## src/rtl/pwc_pkg.sv

```systemverilog
package pwc_pkg;
  // Bit positions inside the status word seen by software.
  localparam int unsigned ST_BUSY_BIT = 0;
  localparam int unsigned ST_ERR_BIT  = 1;
  localparam int unsigned ST_W        = 8;

  typedef enum logic [1:0] {
    SQ_IDLE  = 2'd0,
    SQ_PWRUP = 2'd1,
    SQ_PROG  = 2'd2
  } sq_state_t;
endpackage

```

## src/rtl/pwc_decode.sv

```systemverilog
module pwc_decode #(
  parameter int unsigned ADDR_W     = 16,
  parameter int unsigned ARR_BASE   = 32'h8000,
  parameter int unsigned ARR_BYTES  = 32768,
  parameter int unsigned DATA_BYTES = 512,
  parameter int unsigned IDX_W      = 6,
  parameter int unsigned PAGE_W     = 9
) (
  input  logic [ADDR_W-1:0] addr,
  input  logic              serial_mode,
  output logic              addr_ok,
  output logic [PAGE_W-1:0] page,
  output logic [IDX_W-1:0]  idx
);
  localparam int unsigned OFF_W = IDX_W + PAGE_W;

  // True when address a falls inside [lo, lo+span).
  function automatic logic in_window(input logic [ADDR_W-1:0] a,
                                     input int unsigned lo,
                                     input int unsigned span);
    logic [31:0] a32;
    a32 = 32'(a);
    return (a32 >= lo) && (a32 < lo + span);
  endfunction

  // Write permission: data window always, full array only in serial mode.
  function automatic logic may_write(input logic [ADDR_W-1:0] a, input logic ser);
    return ser ? in_window(a, ARR_BASE, ARR_BYTES)
               : in_window(a, ARR_BASE, DATA_BYTES);
  endfunction

  logic [OFF_W-1:0] off;
  assign off     = OFF_W'(addr - ADDR_W'(ARR_BASE));
  assign addr_ok = may_write(addr, serial_mode);
  assign page    = off[OFF_W-1:IDX_W];
  assign idx     = off[IDX_W-1:0];
endmodule

```

## src/rtl/pwc_stage_buf.sv

```systemverilog
module pwc_stage_buf #(
  parameter int unsigned PAGE_BYTES = 64,
  parameter int unsigned IDX_W      = 6,
  parameter int unsigned PAGE_W     = 9
) (
  input  logic                    clk,
  input  logic                    rst_n,
  input  logic                    wr,
  input  logic [IDX_W-1:0]        idx,
  input  logic [PAGE_W-1:0]       page,
  input  logic [7:0]              wdata,
  input  logic                    clr,
  output logic                    completes,
  output logic [PAGE_W-1:0]       page_q,
  output logic [PAGE_BYTES*8-1:0] flat
);
  logic [PAGE_BYTES-1:0] vld_q;
  logic [PAGE_BYTES-1:0] hit;
  logic                  empty;

  assign hit       = wr ? ({{(PAGE_BYTES-1){1'b0}}, 1'b1} << idx) : '0;
  assign empty     = ~|vld_q;
  assign completes = wr && (&(vld_q | hit));

  always_ff @(posedge clk) begin
    if (!rst_n) begin
      vld_q  <= '0;
      page_q <= '0;
    end else if (clr) begin
      vld_q  <= '0;
    end else if (wr) begin
      vld_q <= vld_q | hit;
      if (empty) page_q <= page;
    end
  end

  for (genvar g = 0; g < PAGE_BYTES; g++) begin : g_slot
    logic [7:0] b_q;
    always_ff @(posedge clk) begin
      if (!rst_n)      b_q <= '0;
      else if (hit[g]) b_q <= wdata;
    end
    assign flat[8*g +: 8] = b_q;
  end
endmodule

```

## src/rtl/pwc_seq.sv

```systemverilog
module pwc_seq
  import pwc_pkg::*;
(
  input  logic clk,
  input  logic rst_n,
  input  logic start,
  input  logic arr_done,
  output logic pgm_req,
  output logic pwr_en,
  output logic busy,
  output logic done_ev
);
  sq_state_t st_q, st_d;

  always_comb begin
    st_d = st_q;
    unique case (st_q)
      SQ_IDLE:  if (start) st_d = SQ_PWRUP;
      SQ_PWRUP: st_d = SQ_PROG;
      SQ_PROG:  if (arr_done) st_d = SQ_IDLE;
      default:  st_d = SQ_IDLE;
    endcase
  end

  always_ff @(posedge clk) begin
    if (!rst_n) st_q <= SQ_IDLE;
    else        st_q <= st_d;
  end

  assign pgm_req = (st_q == SQ_PROG);
  assign pwr_en  = (st_q != SQ_IDLE);
  assign busy    = (st_q != SQ_IDLE);
  assign done_ev = (st_q == SQ_PROG) && arr_done;
endmodule

```

## src/rtl/pwc_status.sv

```systemverilog
module pwc_status
  import pwc_pkg::*;
(
  input  logic            clk,
  input  logic            rst_n,
  input  logic            set_err,
  input  logic            st_we,
  input  logic [ST_W-1:0] st_wdata,
  input  logic            busy,
  output logic            err_q,
  output logic [ST_W-1:0] rdata
);
  logic clr_req;
  logic unused_wbits;

  assign clr_req      = st_we && st_wdata[ST_ERR_BIT];
  assign unused_wbits = ^(st_wdata & ~(ST_W'(1) << ST_ERR_BIT));

  // A new error outranks a clear arriving in the same cycle.
  always_ff @(posedge clk) begin
    if (!rst_n)       err_q <= 1'b0;
    else if (set_err) err_q <= 1'b1;
    else if (clr_req) err_q <= 1'b0;
  end

  always_comb begin
    rdata              = '0;
    rdata[ST_BUSY_BIT] = busy;
    rdata[ST_ERR_BIT]  = err_q;
  end
endmodule

```

## src/rtl/pagewr_ctrl.sv

```systemverilog
module pagewr_ctrl
  import pwc_pkg::*;
#(
  parameter int unsigned ADDR_W     = 16,
  parameter int unsigned ARR_BASE   = 32'h8000,
  parameter int unsigned PAGE_BYTES = 64,
  parameter int unsigned NUM_PAGES  = 512,
  parameter int unsigned DATA_BYTES = 512,
  localparam int unsigned IDX_W     = $clog2(PAGE_BYTES),
  localparam int unsigned PAGE_W    = $clog2(NUM_PAGES),
  localparam int unsigned ARR_BYTES = PAGE_BYTES * NUM_PAGES,
  localparam int unsigned BUF_W     = PAGE_BYTES * 8
) (
  input  logic              clk,
  input  logic              rst_n,
  input  logic              serial_mode,
  input  logic              wr_en,
  input  logic [ADDR_W-1:0] wr_addr,
  input  logic [7:0]        wr_data,
  input  logic              st_we,
  input  logic [ST_W-1:0]   st_wdata,
  output logic [ST_W-1:0]   st_rdata,
  output logic              arr_pwr_en,
  output logic              arr_pgm_req,
  output logic [PAGE_W-1:0] arr_page,
  output logic [BUF_W-1:0]  arr_wdata,
  input  logic              arr_done
);
  logic              addr_ok;
  logic [PAGE_W-1:0] dec_page;
  logic [IDX_W-1:0]  dec_idx;
  logic              busy;
  logic              err;

  // Named internal events, also observed by the bound checker.
  logic ev_accept;
  logic ev_rej_prot;
  logic ev_rej_busy;
  logic ev_start;
  logic ev_done;

  pwc_decode #(
    .ADDR_W(ADDR_W), .ARR_BASE(ARR_BASE), .ARR_BYTES(ARR_BYTES),
    .DATA_BYTES(DATA_BYTES), .IDX_W(IDX_W), .PAGE_W(PAGE_W)
  ) u_dec (
    .addr(wr_addr), .serial_mode(serial_mode),
    .addr_ok(addr_ok), .page(dec_page), .idx(dec_idx)
  );

  assign ev_accept   = wr_en && !busy && addr_ok;
  assign ev_rej_prot = wr_en && !busy && !addr_ok;
  assign ev_rej_busy = wr_en && busy;

  pwc_stage_buf #(
    .PAGE_BYTES(PAGE_BYTES), .IDX_W(IDX_W), .PAGE_W(PAGE_W)
  ) u_buf (
    .clk(clk), .rst_n(rst_n), .wr(ev_accept), .idx(dec_idx),
    .page(dec_page), .wdata(wr_data), .clr(ev_done),
    .completes(ev_start), .page_q(arr_page), .flat(arr_wdata)
  );

  pwc_seq u_seq (
    .clk(clk), .rst_n(rst_n), .start(ev_start), .arr_done(arr_done),
    .pgm_req(arr_pgm_req), .pwr_en(arr_pwr_en), .busy(busy), .done_ev(ev_done)
  );

  pwc_status u_st (
    .clk(clk), .rst_n(rst_n), .set_err(ev_rej_prot || ev_rej_busy),
    .st_we(st_we), .st_wdata(st_wdata), .busy(busy),
    .err_q(err), .rdata(st_rdata)
  );
endmodule

```

## config.mk

```make
export PLATFORM = sky130hd
export DESIGN_NAME = pagewr_ctrl
export DESIGN_NICKNAME = d
export VERILOG_FILES = /design/src/rtl/pwc_pkg.sv /design/src/rtl/pwc_decode.sv /design/src/rtl/pwc_stage_buf.sv /design/src/rtl/pwc_seq.sv /design/src/rtl/pwc_status.sv /design/src/rtl/pagewr_ctrl.sv
export SDC_FILE = /design/constraint.sdc
export NUM_CORES = 1
export LEC_CHECK = 0
export BUFFER_PORTS_ARGS = -buffer_cell sky130_fd_sc_hd__buf_2
export CAP_MARGIN = 20
export CELL_PAD_IN_SITES_DETAIL_PLACEMENT = 1
export CELL_PAD_IN_SITES_GLOBAL_PLACEMENT = 1
export CORE_ASPECT_RATIO = 1.5
export CORE_MARGIN = 2
export CORE_UTILIZATION = 25
export DETAILED_ROUTE_END_ITERATION = 8
export PLACE_DENSITY_LB_ADDON = 0.15
export SLEW_MARGIN = 40
export SYNTH_ARGS = -nofsm -noshare
export SYNTH_HDL_FRONTEND = slang
export SYNTH_SLANG_ARGS = --single-unit
```

## constraint.sdc

```tcl
create_clock -name clk -period 4 [get_ports clk]
set_input_delay 0.6 -clock clk [delete_from_list [all_inputs] [get_ports clk]]
set_output_delay 0.6 -clock clk [all_outputs]
set_load 0.05 [all_outputs]
```

Yosys cells after proc, flatten, opt, wreduce, memory -nomap -nowiden

Index checks and enable logic that the tools add are counted.

Eq/ne operators: 4
Bitwise logic cells: 4
$lt $le $gt $ge: 2
Multipliers: 0
Mux-type cells: 7
Div/mod/pow operators: 0
Reductions and logical operators: 19
Add/sub/neg operators: 1
Shift operators: 1

Operators with widths:

| operator                | count |
|---|---|
| $mux W64                | 1 |
| $or A64 B64 Y64         | 1 |
| $reduce_and A64 Y1      | 1 |
| $reduce_or A64 Y1       | 1 |
| $shl A1 B6 Y64 const A  | 1 |
| $ge A16 B16 Y1 const B  | 1 |
| $lt A16 B16 Y1 const B  | 1 |
| $sub A15 B1 Y15 const B | 1 |
| $logic_and A1 B1 Y1     | 8 |
| $pmux W2 S3             | 1 |
| $mux W2                 | 2 |
| $reduce_bool A2 Y1      | 2 |
| $mux W1                 | 3 |
| $not A1 Y1              | 3 |
| $reduce_and A3 Y1       | 1 |
| $eq A2 B1 Y1 const B    | 1 |
| $eq A2 B2 Y1 const B    | 1 |
| $logic_not A1 Y1        | 2 |
| $logic_not A2 Y1        | 1 |
| $ne A2 B1 Y1 const B    | 1 |
| $ne A2 B2 Y1 const B    | 1 |
| $reduce_and A2 Y1       | 1 |
| $reduce_or A2 Y1        | 1 |
| $logic_or A1 B1 Y1      | 1 |

Input port bits: 38
RAM bits: 0
Memories: 0
Register bits after elaboration: 588
Bits in latches: 0
ROM bits: 0
Logic and storage cells: 106
Output and inout bits: 531

Depth between registers and ports, before layout

Gate-level depths: netlist of run 1.

Word-level depth: 10
Depth in mapped cells: 10

Modules after synthesis

A second synthesis of run 1 with hierarchy kept.

Cell total of the unflattened synthesis: 2531
Area, all modules: 23059.6 µm²

Modules (own cells, without submodules):

| module        | seq. area each (µm²) | area an instance (µm²) | instances | cells an instance |
|---|---|---|---|---|
| pwc_stage_buf | 11711.2              | 22699.3                | 1         | 2486 |
| pwc_decode    | 0.0                  | 141.4                  | 1         | 18 |
| pwc_seq       | 40.0                 | 102.6                  | 1         | 11 |
| pwc_status    | 20.0                 | 98.8                   | 1         | 13 |
| pagewr_ctrl   | 0.0                  | 17.5                   | 1         | 3 |

Least setup slack after synthesis of run 1

Ideal clock, no wire load.

Path kind: input port to flip-flop
Start: input port wr_addr[3]
End: register u_seq.st_q[0]
Path buffers: 3
Data required time: 3.912 ns
Arrival: 2.428 ns
Slack: 1.484 ns
Cell stages on the path: 10
Cell sequence: buf_6 nand2b_4 buf_6 nand2b_4 buf_6 nor4_2 nor2_2 nor4_1 nand4_1 nor4_2

Word-level cells in the longest chain between the ends: 10
Elaborated cells between the ends (all ways): 13
Classes of those cells: add/sub: 1; order compare: 2; eq/ne: 1; shift: 1; mux: 2; bitwise: 1; reduce/logical: 5

RTL lines:

| element                                          | line                | RTL |
|---|---|---|
| start: declaration                               | pagewr_ctrl.sv:18   | `input logic [ADDR_W-1:0] wr_addr,` |
| $ge A16 B16 Y1 or $lt A16 B16 Y1 (tied branches) | pwc_decode.sv:23    | `return (a32 >= lo) && (a32 < lo + span);` |
| $logic_and A1 B1 Y1                              | pwc_decode.sv:23    |  |
| $mux W1                                          | pwc_decode.sv:28    | `return ser ? in_window(a, ARR_BASE, ARR_BYTES)` |
| $logic_and A1 B1 Y1                              | pagewr_ctrl.sv:50   | `assign ev_accept = wr_en && !busy && addr_ok;` |
| $mux W64                                         | pwc_stage_buf.sv:21 | `assign hit = wr ? ({{(PAGE_BYTES-1){1'b0}}, 1'b1} << idx) : '0;` |
| $or A64 B64 Y64                                  | pwc_stage_buf.sv:23 | `assign completes = wr && (&(vld_q \| hit));` |
| $reduce_and A64 Y1                               | pwc_stage_buf.sv:23 |  |
| $logic_and A1 B1 Y1 *                            | pwc_stage_buf.sv:23 |  |
| $ne A2 B2 Y1 (no source line) *                  | -                   |  |
| $reduce_and A2 Y1 (no source line) *             | -                   |  |
| end signal: assignment                           | pwc_seq.sv:27       | `else st_q <= st_d;` |
| end: declaration                                 | pwc_seq.sv:13       | `sq_state_t st_q, st_d;` |

Every way passes the cells marked *; elsewhere a longest branch is shown, timed or not.
A chain may end at the register's enable or synchronous reset.

Worst setup path after layout of run 1

Start: register u_seq.st_q[0]
End: register u_seq.st_q[0]

Word-level cells in the longest chain between the ends: 10
Elaborated cells between the ends (all ways): 15
Classes of those cells: eq/ne: 4; mux: 2; bitwise: 1; reduce/logical: 8

RTL lines:

| element                            | line                | RTL |
|---|---|---|
| $reduce_bool A2 Y1                 | pwc_seq.sv:32       | `assign busy = (st_q != SQ_IDLE);` |
| $logic_not A1 Y1                   | pagewr_ctrl.sv:50   |  |
| $logic_and A1 B1 Y1 (2 in series)  | pagewr_ctrl.sv:50   |  |
| $mux W64                           | pwc_stage_buf.sv:21 |  |
| $or A64 B64 Y64                    | pwc_stage_buf.sv:23 |  |
| $reduce_and A64 Y1                 | pwc_stage_buf.sv:23 |  |
| $logic_and A1 B1 Y1                | pwc_stage_buf.sv:23 |  |
| $ne A2 B2 Y1 (no source line)      | -                   |  |
| $reduce_and A2 Y1 (no source line) | -                   |  |

Several ways; a longest one is shown, not always the timed one.

==> out/results.ini, run 1 <==
[outcome]
outcome = complete, no violations

[yosys]
syn_inst = 2658
syn_area_per_cell_um2 = 8.55
ys_types = 43
synth_common_cells = nand2_1 (998), dfxtp_1 (588), a21boi_0 (472)
yosysTopAreaCell = dfxtp_1
synthTopCellsByArea = dfxtp_1 (52%), nand2_1 (16%), a21boi_0 (16%)
synthAdderAreaFrac_pct = 0
synth_top_area_share_pct = 51.8
synth.yosys.seq_area_share_pct = 51.8
ys_ff_latch = 588
synthXorXnorAreaFrac_pct = 0
synth_top_family_by_area = simple AND/OR/NAND/NOR gates
async_flop_share_pct = 0
synth_simple_gate_area_share_pct = 26.7
synth_most_common_cell = nand2_1
synth_ff_type = dfxtp_1
syn_area_mm2 = 0.0227
yosys_warnings = 0
synth-compound-area-share_pct = 15.8
synth_mux_area_share_pct = 2.20
synth_edf_count = 0

[min_path]
holdPathEnd = u_buf.page_q[0]
holdCritStartpoint = wr_addr[6]
hold_path_depth = 3
worstHoldPathType = in -> reg

[floorplanning]
rows = 135
fp.dieW_um = 250
die_h_um = 373
start_util_pct = 25.2
dieArea_mm2 = 0.0934
core_area_mm2 = 0.0902
io_pins = 569

[setup_path]
reg2reg_slack_ns = 0.89
crit_fanout = 33
startpoint_type = flip-flop
r2r_start = u_seq.st_q[0]
r2r_end = u_seq.st_q[0]
critPathRequiredTime_ns = 4.52
cp.arrival_ns = 3.64
crit_path_end_kind = flip-flop
setup.worst_path.class = reg -> reg
r2r_cells = 8

[timing]
tightest_slew_ns = 0.855
rsz0062_at_grt = false
period_needed_ns = 3.11
fmax_ghz = 0.321
hold_viol = 0
finalCritPeriodShare_pct = 77.8
finalClockSkew_ns = 0.0206
finalSetupViolCount = 0
max_slew_margin_pct = 42.5
slew_viol_final = 0
tns_ns = 0

[clocking]
clkTransAtPathRegs_ns = 0.06
cts_root_buffer = clkbuf_16
cts_setup_buffers = 0
ctsResizeCount = 0
cts.sinks = 588
cts_htree_levels = 3
cts_made_buffers = 67
cts_tree = yes
clk-insertion-delay-late_ns = 0.63
hold_buffers = 0
clockBufferDepth = 3

[global_route]
grt_usage_pct = 22.1
grt_first_pass_wirelength_um = 152000
antenna_found_initial = 8
grt_max_degree = 184
grt_pass1_vias = 22000
grt_overflow_total = 0

[routing]
finalWirelength_um = 105000
drt_pass1_iterations = 4
route.detailed.drc = 0
wl_per_cell_um = 23.8
vias_per_cell = 4.70
vias = 20800
drtIter0Drc = 866
final_antenna_net_count = 0

[final_layout]
ff_latch_area_mm2 = 0.0118
nNetsFinal = 3246
area_delta_synth_final_pct = 29.6
layout-drive-gt1-share_pct = 25.9
fill_cells = 10700
multi_input_area_mm2 = 0.0103
fin_area_mm2 = 0.0295

[placement]
hpwl_um = 75200
io_buffers = 555
place_area_mm2 = 0.0271
gp_congestion = 0.858

[job]
cap_violations = 0

[pwr]
ir_drop_mv = 0.280
power.leakage_nw = 11.4
powerDensity_mw_per_mm2 = 444

## report_power, final
group | internal, mW | switching (mW) | total (mW)
Clock | 3.97 | 2.65 | 6.62
Sequential | 5.87 | 0.00646 | 5.87
Combinational | 0.151 | 0.440 | 0.591
## logic make-up after synthesis
logic type      after synthesis
buf+inv                     173
flops                       588
simple gates               1368
other cells                   1
compound gates              478
mux                          50
## how the worst max path moves through the flow
stage	startpoint	end	slack (ns)	cells after the start
after floorplan	wr_addr[3]	u_seq.st_q[0]	1.48	10
after global placement	wr_addr[1]	u_buf.g_slot[17].b_q[1]	0.36	7
after detailed placement	wr_en	u_seq.st_q[0]	0.69	9
after CTS	u_seq.st_q[0]	u_seq.st_q[0]	0.90	8
after global routing	u_seq.st_q[0]	u_seq.st_q[0]	0.63	8
final	u_seq.st_q[0]	u_seq.st_q[0]	0.89	8
## routing by layer
layer	vias up	part of all wire (%)	routed length [µm]	GRT usage, %
met4	6	4.2	4470	9.67
met1	10300	40	42200	24.6
met3	177	5.6	5890	5.18
li1	9801	-	-	-
met2	567	50	52500	39.7
met5	-	0.043	45	0
## sequential cells by signal (all words and copies together), names as in the netlist
name,cells
u_buf.page_q,9
u_buf.g_slot.b_q,512
u_seq.st_q,2
u_buf.vld_q,64
u_st.err_q,1
## critical path: stages (launching register included)
cell	delay, ns
dfxtp_1	0.37
nand4bb_4	0.46
buf_4	0.45
nor4_2	0.34
buf_4	0.25
nor2_1	0.07
nor4_1	0.59
nand4_1	0.23
nor4_2	0.24
## layout make-up
class / count / share of cell area, %
Multi-Input combinational cell: 1902 / 34.9
Timing Repair Buffer: 646 / 12.2
Antenna cell: 2 / 0.0170
Tap cell: 1164 / 4.94
Clock buffer: 95 / 6.84
Sequential cell: 588 / 40.0
Clock inverter: 24 / 1.14
Inverter: 3 / 0.0467
## metrics by stage
step                util [%]  total power [mW]  hold WS (ns)  worst slack, ns  std cells
finish                  32.7              13.1         0.243            0.887       4424
global route            32.7              13.5         0.244            0.626       4423
CTS                     32.6              13.3         0.178            0.899       4421
detailed placement      30.0              6.60         0.455            0.689       4302
global placement        29.9              6.59         0.444            0.357       4301
floorplan                  -              6.37         0.466             1.48       2663
## layout by cell type (no fill, tap or decap), types with 7 or more instances in the layout
master     Yosys  routed
clkbuf_8       0      19
nand2_1      998     997
nor2b_1       54      54
nand4_1        9       9
nor4_2        36      39
dfxtp_1      588     588
nor2_2         6       7
nand3_1       20      20
nor4_1        32      28
a21boi_0     472     472
buf_4         11      88
buf_2         16     546
clkbuf_16      0      69
clkinv_2       0      10
nor3_2        13      17
clkbuf_1     131       7
bufinv_16      0       7
nor3_1        14      10
nor2_1       148     147
mux2i_1       50      50
Power figures use the tool's default switching activity.
==> inputs of run 2 (changes only) <==
==> constraint.sdc (replaced) <==
create_clock -name clk -period 2.95 [get_ports clk]
set_input_delay 0.4425 -clock clk [delete_from_list [all_inputs] [get_ports clk]]
set_output_delay 0.4425 -clock clk [all_outputs]
set_load 0.05 [all_outputs]
==> run 2 against run 1 <==
Sequential share of layout area shrank 0.081 points. Final cell count grew 0.52%. First-iteration DRC count shrank 1.0%. Core utilization grew 0.067 points. Worst hold slack lost 0.17 ns. Setup slack lost 0.75 ns. Clock skew shrank 0.0053 ns. Flip-flop and latch count is the same. Largest power group unchanged. Highest routed layer unchanged.
==> out/results.ini, run 2 (same netlist as run 1, synthesis figures left out) <==
[pwr]
ir_drop_mv = 0.420  ; +50%
powerDensity_mw_per_mm2 = 582  ; +31%
power.leakage_nw = 11.5  ; +0.45%
power_mw = 17.2  ; +31%

[outcome]
outcome = complete, no violations

[global_route]
grt_pass1_vias = 22200  ; +0.84%
grt_max_degree = 166  ; -9.8%
busiest_layer = met2
grt_use_met3_pct = 5.09  ; -0.098 points
grt_overflow_total = 0  ; unchanged
grtUsageMet1_pct = 24.2  ; -0.39 points
grt_usage_pct = 22.0  ; -0.11 points
grtUsageMet2_pct = 38.7  ; -1.0 points
antenna_found_initial = 7  ; -1
grt_first_pass_wirelength_um = 151000  ; -0.56%

[floorplanning]
core_area_mm2 = 0.0902  ; unchanged
io_pins = 569  ; unchanged
rows = 135  ; unchanged
fp.dieW_um = 250  ; unchanged
dieArea_mm2 = 0.0934  ; unchanged
die_h_um = 373  ; unchanged
start_util_pct = 25.2  ; unchanged

[clocking]
hold_buffers = 0  ; unchanged
clockBufferDepth = 3  ; unchanged
cts_tree = yes
clkTransAtPathRegs_ns = 0.06  ; about the same
clk-insertion-delay-late_ns = 0.63  ; about the same
cts_setup_buffers = 0  ; unchanged
cts.sinks = 588  ; unchanged
cts_made_buffers = 66  ; -1.5%
cts_htree_levels = 3  ; unchanged
cts_root_buffer = clkbuf_16
ctsResizeCount = 0  ; unchanged

[routing]
drt_pass1_iterations = 4  ; unchanged
wl_per_cell_um = 23.6  ; -0.82%
final_antenna_net_count = 0  ; unchanged
finalWirelength_um = 105000  ; -0.30%
vias_per_cell = 4.69  ; -0.33%
route.detailed.drc = 0  ; unchanged
vias = 20900  ; +0.19%
drtIter0Drc = 857  ; -1.0%

[setup_path]
crit_fanout = 6  ; -82%
setup.worst_path.class = reg -> reg
crit_path_max_incr_delay_ns = 0.46  ; -0.13 ns
cp_num_buf_inv = 1  ; -1
critPathRequiredTime_ns = 3.46  ; -1.06 ns
cp.arrival_ns = 3.32  ; -0.32 ns
startpoint_type = flip-flop
crit_path_end_kind = flip-flop
cp_top_family = simple AND/OR/NAND/NOR gates
slowest_stage = nor3_2
r2r_cells = 8  ; unchanged
path_depth = 8  ; unchanged
r2r_start = u_seq.st_q[0]
reg2reg_slack_ns = 0.14  ; -0.75 ns
worstPathCellList = and4bb_2 -> nand2_1 -> buf_4 -> nor3_2 -> nor2_1 -> nor4_1 -> nand4_1 -> nor4_2
r2r_end = u_seq.st_q[0]

[placement]
dpl.cell_count = 4330  ; +0.65%
place_area_mm2 = 0.0274  ; +1.1%
hpwl_um = 74800  ; -0.57%
dpl_worst_slack_ns = -0.127  ; -0.816 ns
gp_congestion = 0.872  ; +1.6%
io_buffers = 555  ; unchanged

[timing]
hold_slack_ns = 0.0775  ; -0.166 ns
tightest_slew_ns = 0.734  ; -0.121 ns
finalClockSkew_ns = 0.0152  ; -0.00531 ns
finalSetupViolCount = 0  ; unchanged
period_needed_ns = 2.81  ; -0.304 ns
worst_slack_ns = 0.141  ; -0.746 ns
rsz0062_at_grt = false
finalCritPeriodShare_pct = 95.2  ; +17 points
slew_viol_final = 0  ; unchanged
max_slew_margin_pct = 51.1  ; +8.5 points
fmax_ghz = 0.356  ; +11%
hold_viol = 0  ; unchanged
tns_ns = 0  ; unchanged

[final_layout]
fin_area_mm2 = 0.0295  ; +0.20%
largest_reg_flops = 512  ; unchanged
area_delta_synth_final_pct = 29.8
regMostFlops = u_buf.g_slot.b_q
instances_no_fill = 4447  ; +0.52%
reg.largest.list = u_buf.g_slot.b_q x512, u_buf.vld_q x64, u_buf.page_q x9
layout_common_cells = nand2_1 (997), dfxtp_1 (588), buf_2 (546)
layout-drive-gt1-share_pct = 26.0  ; +0.085 points
nNetsFinal = 3272  ; +0.80%
final_common_cell = nand2_1
fin_util_pct = 32.7  ; +0.067 points

[min_path]
worstHoldPathType = in -> reg
holdPathEnd = u_buf.page_q[2]
hold_path_depth = 3  ; unchanged
holdCritStartpoint = wr_addr[8]

[job]
cap_violations = 0  ; unchanged

[run 2: layout make-up]
cell class                 count  area [µm²]
sequential                   588       11800
clock inverter                16         161
multi-input combinational   1902       10200
antenna                        1        2.50
fill                       10800       60700
tap                         1164        1460
clock buffer                 100        1990
timing repair buffer         673        3880
inverter                       3        13.8
[run 2: routing by layer]
metal / vias to the layer above / part of all wire (%) / wire length [µm]
met1: 10200 / 40 / 42000
met5: - / 0.042 / 44
met2: 568 / 49 / 51400
met3: 191 / 5.4 / 5690
met4: 6 / 5.4 / 5670
li1: 9844 / - / -
[run 2: power by group]
group | internal, mW | switching, mW
sequential | 7.96 | 0.00980
clock | 4.91 | 3.49
combinational | 0.226 | 0.601
[run 2: worst max-delay path by stage]
stage                   from                 endpoint  slack [ns]
6_report       u_seq.st_q[0]            u_seq.st_q[0]        0.14
5_1_grt        u_seq.st_q[0]            u_seq.st_q[0]        0.04
4_1_cts        u_seq.st_q[0]            u_seq.st_q[0]        0.14
3_5_place_dp      wr_addr[1]            u_seq.st_q[0]       -0.13
3_3_place_gp     wr_addr[10]  u_buf.g_slot[42].b_q[4]       -0.26
2_1_floorplan     wr_addr[3]            u_seq.st_q[0]        0.59
[run 2: worst min-delay path: stages]
cell and delay [ns]:
buf_2 0.07, mux2i_1 0.06, nor2b_1 0.10
